## config.mk

```make
export PLATFORM = sky130hd
export DESIGN_NAME = irqc_top
export DESIGN_NICKNAME = d
export VERILOG_FILES = /design/src/rtl/irqc_pkg.sv /design/src/rtl/irqc_bank.sv /design/src/rtl/irqc_prio.sv /design/src/rtl/irqc_top.sv
export SDC_FILE = /design/constraint.sdc
export NUM_CORES = 1
export LEC_CHECK = 0
export BUFFER_PORTS_ARGS = -buffer_cell sky130_fd_sc_hd__buf_2
export CORE_AREA = 2 2 152 154
export DETAILED_ROUTE_END_ITERATION = 6
export DIE_AREA = 0 0 154 156
export SKIP_LAST_GASP = 1
export SLEW_MARGIN = 15
export SYNTH_ARGS = -nofsm -noshare
export SYNTH_HDL_FRONTEND = slang
export SYNTH_SLANG_ARGS = --single-unit
```

## constraint.sdc

```tcl
create_clock -name clk_i -period 2.2 [get_ports clk_i]
set_clock_uncertainty 0.15 [all_clocks]
set_input_delay 0.33 -clock clk_i [delete_from_list [all_inputs] [get_ports clk_i]]
set_output_delay 0.33 -clock clk_i [all_outputs]
set_load 0.01 [all_outputs]
```

## src/rtl/irqc_pkg.sv

```systemverilog
package irqc_pkg;
  typedef enum logic [1:0] {
    REG_EVT = 2'd0,
    REG_EN  = 2'd1,
    REG_ACK = 2'd2,
    REG_LVL = 2'd3
  } reg_sel_e;
endpackage

```

## src/rtl/irqc_bank.sv

```systemverilog
module irqc_bank
  import irqc_pkg::*;
#(
  parameter int          BANK_W   = 32,
  parameter int          ADDR_W   = 6,
  parameter int          BASE     = 32,
  parameter logic [31:0] LVL_MASK = 32'h3FF0_0000
) (
  input  logic              clk_i,
  input  logic              rst_ni,
  input  logic [BANK_W-1:0] src_i,
  input  logic [ADDR_W-1:0] addr_i,
  input  logic              we_i,
  input  logic [BANK_W-1:0] wdata_i,
  output logic              hit_o,
  output logic [BANK_W-1:0] rdata_o,
  output logic [BANK_W-1:0] pend_o
);
  localparam logic [ADDR_W-1:0] BASE_A = ADDR_W'(BASE);
  localparam logic [BANK_W-1:0] LVL    = LVL_MASK[BANK_W-1:0];

  logic [BANK_W-1:0] src_q, evt_q, en_q;
  logic [BANK_W-1:0] rise, set_v, ack_v;
  reg_sel_e          sel;

  assign hit_o = (addr_i[ADDR_W-1:4] == BASE_A[ADDR_W-1:4]);
  assign sel   = reg_sel_e'(addr_i[3:2]);
  assign rise  = src_i & ~src_q;
  assign set_v = rise & en_q & ~LVL;
  assign ack_v = (we_i && hit_o && sel == REG_ACK) ? wdata_i : '0;

  always_ff @(posedge clk_i or negedge rst_ni) begin
    if (!rst_ni) begin
      src_q <= '0;
      evt_q <= '0;
      en_q  <= '0;
    end else begin
      src_q <= src_i;
      // set wins over a same-cycle acknowledge
      evt_q <= (evt_q & ~ack_v) | set_v;
      if (we_i && hit_o && sel == REG_EN) en_q <= wdata_i;
    end
  end

  assign pend_o = (evt_q | (src_i & LVL)) & en_q;

  always_comb begin
    unique case (sel)
      REG_EVT: rdata_o = evt_q;
      REG_EN:  rdata_o = en_q;
      REG_LVL: rdata_o = src_i;
      default: rdata_o = '0;
    endcase
  end

  a_r6_set_wins: assert property (@(posedge clk_i) disable iff (!rst_ni)
    1'b1 |=> ((evt_q & $past(set_v)) == $past(set_v)));
  a_r5_ack_clears: assert property (@(posedge clk_i) disable iff (!rst_ni)
    1'b1 |=> ((evt_q & $past(ack_v & ~set_v)) == '0));
  a_r12_no_spurious_event: assert property (@(posedge clk_i) disable iff (!rst_ni)
    1'b1 |=> ((evt_q & ~$past(evt_q) & ~$past(src_i & ~src_q & en_q)) == '0));
  a_r7_level_never_latched: assert property (@(posedge clk_i) disable iff (!rst_ni)
    (evt_q & LVL) == '0);
endmodule

```

## src/rtl/irqc_prio.sv

```systemverilog
module irqc_prio #(
  parameter int N  = 64,
  parameter int IW = $clog2(N)
) (
  input  logic [N-1:0]  vec_i,
  output logic [IW-1:0] id_o,
  output logic          any_o
);
  always_comb begin
    id_o = '0;
    for (int i = 0; i < N; i++)
      if (vec_i[i]) id_o = IW'(i);  // later (higher) index overrides
  end
  assign any_o = |vec_i;
endmodule

```

## src/rtl/irqc_top.sv

```systemverilog
module irqc_top #(
  parameter int                          NUM_BANKS = 2,
  parameter int                          BANK_W    = 32,
  parameter int                          ADDR_W    = 6,
  parameter logic [NUM_BANKS-1:0][31:0]  LVL_MASKS = {32'h1FF0_0000, 32'h3FF0_0000},
  localparam int                         NSRC      = NUM_BANKS * BANK_W,
  localparam int                         IW        = $clog2(NSRC)
) (
  input  logic              clk_i,
  input  logic              rst_ni,
  input  logic [NSRC-1:0]   irq_src_i,
  input  logic [ADDR_W-1:0] reg_addr_i,
  input  logic              reg_we_i,
  input  logic              reg_re_i,
  input  logic [31:0]       reg_wdata_i,
  output logic [31:0]       reg_rdata_o,
  output logic              irq_o,
  output logic [IW-1:0]     pend_id_o,
  output logic              pend_valid_o
);
  localparam int STRIDE = 16;

  logic [NSRC-1:0]                 pend_all;
  logic [NUM_BANKS-1:0]            hit;
  logic [NUM_BANKS-1:0][BANK_W-1:0] rd_b;
  logic [31:0]                     rd_mux;
  logic [IW-1:0]                   enc_id;
  logic                            enc_any;

  for (genvar b = 0; b < NUM_BANKS; b++) begin : g_bank
    irqc_bank #(
      .BANK_W  (BANK_W),
      .ADDR_W  (ADDR_W),
      .BASE    (NUM_BANKS * STRIDE - b * STRIDE),
      .LVL_MASK(LVL_MASKS[b])
    ) u_bank (
      .clk_i  (clk_i),
      .rst_ni (rst_ni),
      .src_i  (irq_src_i[b*BANK_W +: BANK_W]),
      .addr_i (reg_addr_i),
      .we_i   (reg_we_i),
      .wdata_i(reg_wdata_i[BANK_W-1:0]),
      .hit_o  (hit[b]),
      .rdata_o(rd_b[b]),
      .pend_o (pend_all[b*BANK_W +: BANK_W])
    );
  end

  always_comb begin
    rd_mux = '0;
    for (int b = 0; b < NUM_BANKS; b++)
      if (hit[b]) rd_mux = 32'(rd_b[b]);
  end

  irqc_prio #(.N(NSRC), .IW(IW)) u_prio (
    .vec_i(pend_all),
    .id_o (enc_id),
    .any_o(enc_any)
  );

  assign irq_o = enc_any;

  always_ff @(posedge clk_i or negedge rst_ni) begin
    if (!rst_ni) begin
      reg_rdata_o  <= '0;
      pend_id_o    <= '0;
      pend_valid_o <= 1'b0;
    end else begin
      if (reg_re_i) reg_rdata_o <= rd_mux;
      pend_id_o    <= enc_id;
      pend_valid_o <= enc_any;
    end
  end

  a_r9_id_is_highest: assert property (@(posedge clk_i) disable iff (!rst_ni)
    pend_valid_o |-> (($past(pend_all) >> pend_id_o) == NSRC'(1)));
  a_r9_valid_follows_irq: assert property (@(posedge clk_i) disable iff (!rst_ni)
    $rose(irq_o) |=> pend_valid_o);
  a_r1_single_bank_hit: assert property (@(posedge clk_i) disable iff (!rst_ni)
    $onehot0(hit));
endmodule

```

==> summary.md <==
| Metric | Value |
|---|---|
| Status | finished, violations left |
| Failing checks | negative setup slack |
| Die ar. | 24000 um2 |
| Setup CP Type | flop to primary output |
| Hold slack | 0.158 ns |
| H-Tree Depth | 1 |
| CP max stage cell | or3_4 |
| Sinks on Clock Net | 212 |
| Number of synthesized flops with an enable pin | 0 |
| Synth Area in Simple Gates | 0.104 |
| Mapped Cells | 914 |
| Port Buffers | 143 |
| Horiz. Die Dim | 154 um |
| CTS tree | done |
| Vias per cell | 5.70 |
| RSZ-0062 raised after global routing | yes |
| DP Wirelength | 20.2 mm |
| Critical Path RT | 1.72 ns |
| GR Layer Usage met3 | 0.0339 |
| CTS Root Cell | clkbuf_16 |
| Dpl cell area | around 12000 um2 |
| Yosys warnings | 0 |
| Busiest metal layer after global routing | met2 |
| GR Util met2 | 0.410 |
| Synth Area in Compound Gates | 0.200 |
| Die H | about 160 um |
| Synth Register Bits | 212 |
| Peak supply drop | 0.601 mV |
| Final Max Tran Viols | 0 |
| Adder-Cell Fraction of Synth Area | 0 |
| Clk_lat worst skew | 0.52 ns |
| Max-cap violations | 0 |
| Initial Utilization | 0.447 |
| FP Rows | 55 |
| Slew of the pin with the lowest slew margin | around 0.53 ns |
| Worst setup margin | -0.530 ns |
| Wirelength, routed | 29.9 mm |
| Num ports | approximately 150 |
| First-pass GRT wire length | about 48 mm |
| Final min period | 2.73 ns |
| Post-synthesis cell area | 9990 um2 |
| Routing usage on met1 | 0.366 |
| Count of final setup violators | 1 |
| FILL cells | 1870 |
| Worst-path cell chain | o21ai_2 -> buf_4 -> nand4_1 -> or3_4 -> nor2_4 -> nand4_1 -> buf_2 |
| Final GP Congestion | 0.854 |
| Final core occ | 0.597 |
| Via count | around 8600 |
| Worst-path clk slew | 0.06 ns |
| Slowest stage delay, CP | just over 0.4 ns |
| Cell variety after synth | 51 |
| CP max FO | 3 |
| Wirelength per Cell | 19.9 um |
| Syn Nets | 1020 |
| Ys async rst share | 1.00 |
| Critical path launch point type | flop |
| Largest family of logic cells by synthesized area | compound AO/OA/AOI/OAI gates |
| Critical path data arrival time | around 2.3 ns |
| Drt first pass iters | 5 |
| Layout cells sized above 1 | 0.307 |
| Initial antenna violation count | 0 |
| Remaining DRCs | 0 |
| HP Class | input pin to flop |
| Mux share of post-synthesis cell area | 0.144 |
| Max transition margin | 0.645 |
| Final Cycle Share | 1.24 |
| XOR/XNOR Fraction of Synth Area | 0 |
| Lkg Pwr | around 5.9 nW |
| Main synth FF type | dfrtp_1 |
| Nets@finish | 1304 |
| Post-layout power | 12.2 mW |
| Post-route cell area | ~13000 um2 |
| Register area share after synthesis | 0.531 |
| Core area | 22400 um2 |
| Fmax achieved | 366 MHz |
| Syn Area/Cell | around 11 um2 |
| Power Density | 915 nW/um2 |
| Initial DRC count | 555 |
| CP dominant cell by count | nand4_1 |
| GRT overflow | 0 |
| Final ANT Viol Nets | 0 |
| Largest net degree at the start of global routing | 65 |
| CP endpoint kind | primary output |
| Fin. Hold Viols | 0 |
| TritonCTS Buffers | 24 |
| Syn-to-layout area delta | 33.7% |
| CTS max path bufs | 3 |
| Total Routing Usage GR | 0.254 |
| Number of global-route vias before repair | slightly below 9000 |
==> final timing paths <==
kind                                                           start                               endpoint  slack (ns)  cells after the start
worst max-delay path            g_bank[0].u_bank.evt_q[25]$_DFF_PN0_                                  irq_o       -0.53                      7
worst min-delay path                                   irq_src_i[52]                 pend_id_o[0]$_DFF_PN0_        0.16                      5
worst max register to register  g_bank[0].u_bank.en_q[3]$_DFFE_PN0P_                 pend_id_o[0]$_DFF_PN0_        0.09                      8
worst min register to register  g_bank[0].u_bank.src_q[30]$_DFF_PN0_   g_bank[0].u_bank.evt_q[30]$_DFF_PN0_        0.25                      1
max in group asynchronous                                     rst_ni  g_bank[1].u_bank.en_q[20]$_DFFE_PN0P_        1.02                      3
min in group asynchronous                                     rst_ni             reg_rdata_o[6]$_DFFE_PN0P_        0.19                      2
==> final cells by class <==
cell class,instances,area (um2),area share
tap,285,357,0.0267
timing repair buffer,303,2320,0.174
inverter,4,15.0,0.00112
multi-input combinational,653,4530,0.339
antenna,1,2.50,0.000187
clock buffer,37,709,0.0531
sequential,212,5310,0.397
clock inverter,7,121,0.00909
==> sequential cells by signal (all words and copies together) (netlist names) <==
name and count:
g_bank.u_bank.src_q 45, reg_rdata_o 32, pend_id_o 6, g_bank.u_bank.evt_q 64, g_bank.u_bank.en_q 64, pend_valid_o 1
==> logic make-up after synthesis <==
kind of cell	after synthesis
AOI/OAI and AO/OA	281
and+or+nand+nor	244
DFF	212
muxes	128
buffers and inverters	49
==> metal layers <==
metal / vias up / wire length (um)
met4: 0 / 554
met1: 4313 / 14100
met3: 41 / 1400
li1: 3968 / -
met5: - / 0
met2: 233 / 13800
==> layout by cell type (no fill, tap or decap), types with 4 or more instances in the layout <==
cell	count
buf_12	16
a22o_1	6
a21oi_1	11
o21ai_1	54
o221ai_1	32
nor2_1	5
nor2_4	4
nand3_1	12
dlygate4sd3_1	78
dfrtp_1	212
a32o_1	5
inv_1	4
clkbuf_16	24
o21ai_0	16
nand4_1	11
o21a_1	36
a31oi_1	4
mux2_2	92
buf_2	142
buf_4	66
nand2_1	186
clkbuf_1	7
o21ai_2	4
nand2b_1	6
a22oi_1	73
clkbuf_8	7
mux2_1	36
a21boi_0	18
==> worst max-delay path: cells and delay by family, from the launching register on <==
family / cells / cell delay, ns
DFF: 1 / 0.40
and+or+nand+nor: 4 / 0.86
AOI/OAI and AO/OA: 1 / 0.12
buffers and inverters: 2 / 0.37
==> Yosys cell counts, types with 2 or more instances <==
cell type | instances | area share
dfrtp_1 | 212 | 0.53
nand2_1 | 186 | 0.070
mux2_2 | 92 | 0.10
a22oi_1 | 73 | 0.055
o21ai_1 | 49 | 0.025
mux2_1 | 36 | 0.041
o21a_1 | 36 | 0.027
o221ai_1 | 32 | 0.028
clkbuf_1 | 28 | 0.011
o21ai_0 | 22 | 0.011
a21boi_0 | 18 | 0.014
nand3_1 | 12 | 0.0060
a21oi_1 | 11 | 0.0055
nand4_1 | 11 | 0.0069
buf_2 | 9 | 0.0045
nor2_1 | 9 | 0.0034
a22o_1 | 6 | 0.0053
nand2b_1 | 6 | 0.0038
a32o_1 | 5 | 0.0050
a31oi_1 | 4 | 0.0025
buf_1 | 4 | 0.0015
buf_4 | 4 | 0.0030
inv_1 | 4 | 0.0015
nor3_1 | 4 | 0.0020
a221oi_1 | 3 | 0.0026
and3_1 | 3 | 0.0019
nor4b_1 | 3 | 0.0026
o211ai_1 | 3 | 0.0023
o21ai_2 | 3 | 0.0026
a21o_1 | 2 | 0.0015
and2_1 | 2 | 0.0013
nand3b_1 | 2 | 0.0015
nor2_2 | 2 | 0.0013
==> metrics by stage <==
stage                     setup TNS [ns]  std cells  setup WS, ns
final                             -0.530       1502        -0.530
after global routing              -0.595       1501        -0.595
after CTS                         -0.495       1500        -0.495
after detailed placement         -0.0896       1378       -0.0896
after global placement           -0.0444       1378       -0.0444
after floorplan                        0        914         0.319
==> power by group <==
part | total (mW) | switching [mW] | leakage [nW] | internal [mW]
clock | 4.14 | 1.57 | 0.408 | 2.57
combinational | 3.05 | 1.54 | 3.06 | 1.51
sequential | 5.03 | 0.532 | 2.47 | 4.50
total | 12.2 | 3.64 | 5.94 | 8.58
==> timing repair <==
item	in CTS	in global routing
setup buffers	0	1
gates resized for setup	8	7
hold buffers	78	0
endpoints found under the hold margin	223	0
pin swaps	2	3
setup endpoints to repair	1	1
Power figures use the tool's default switching activity.
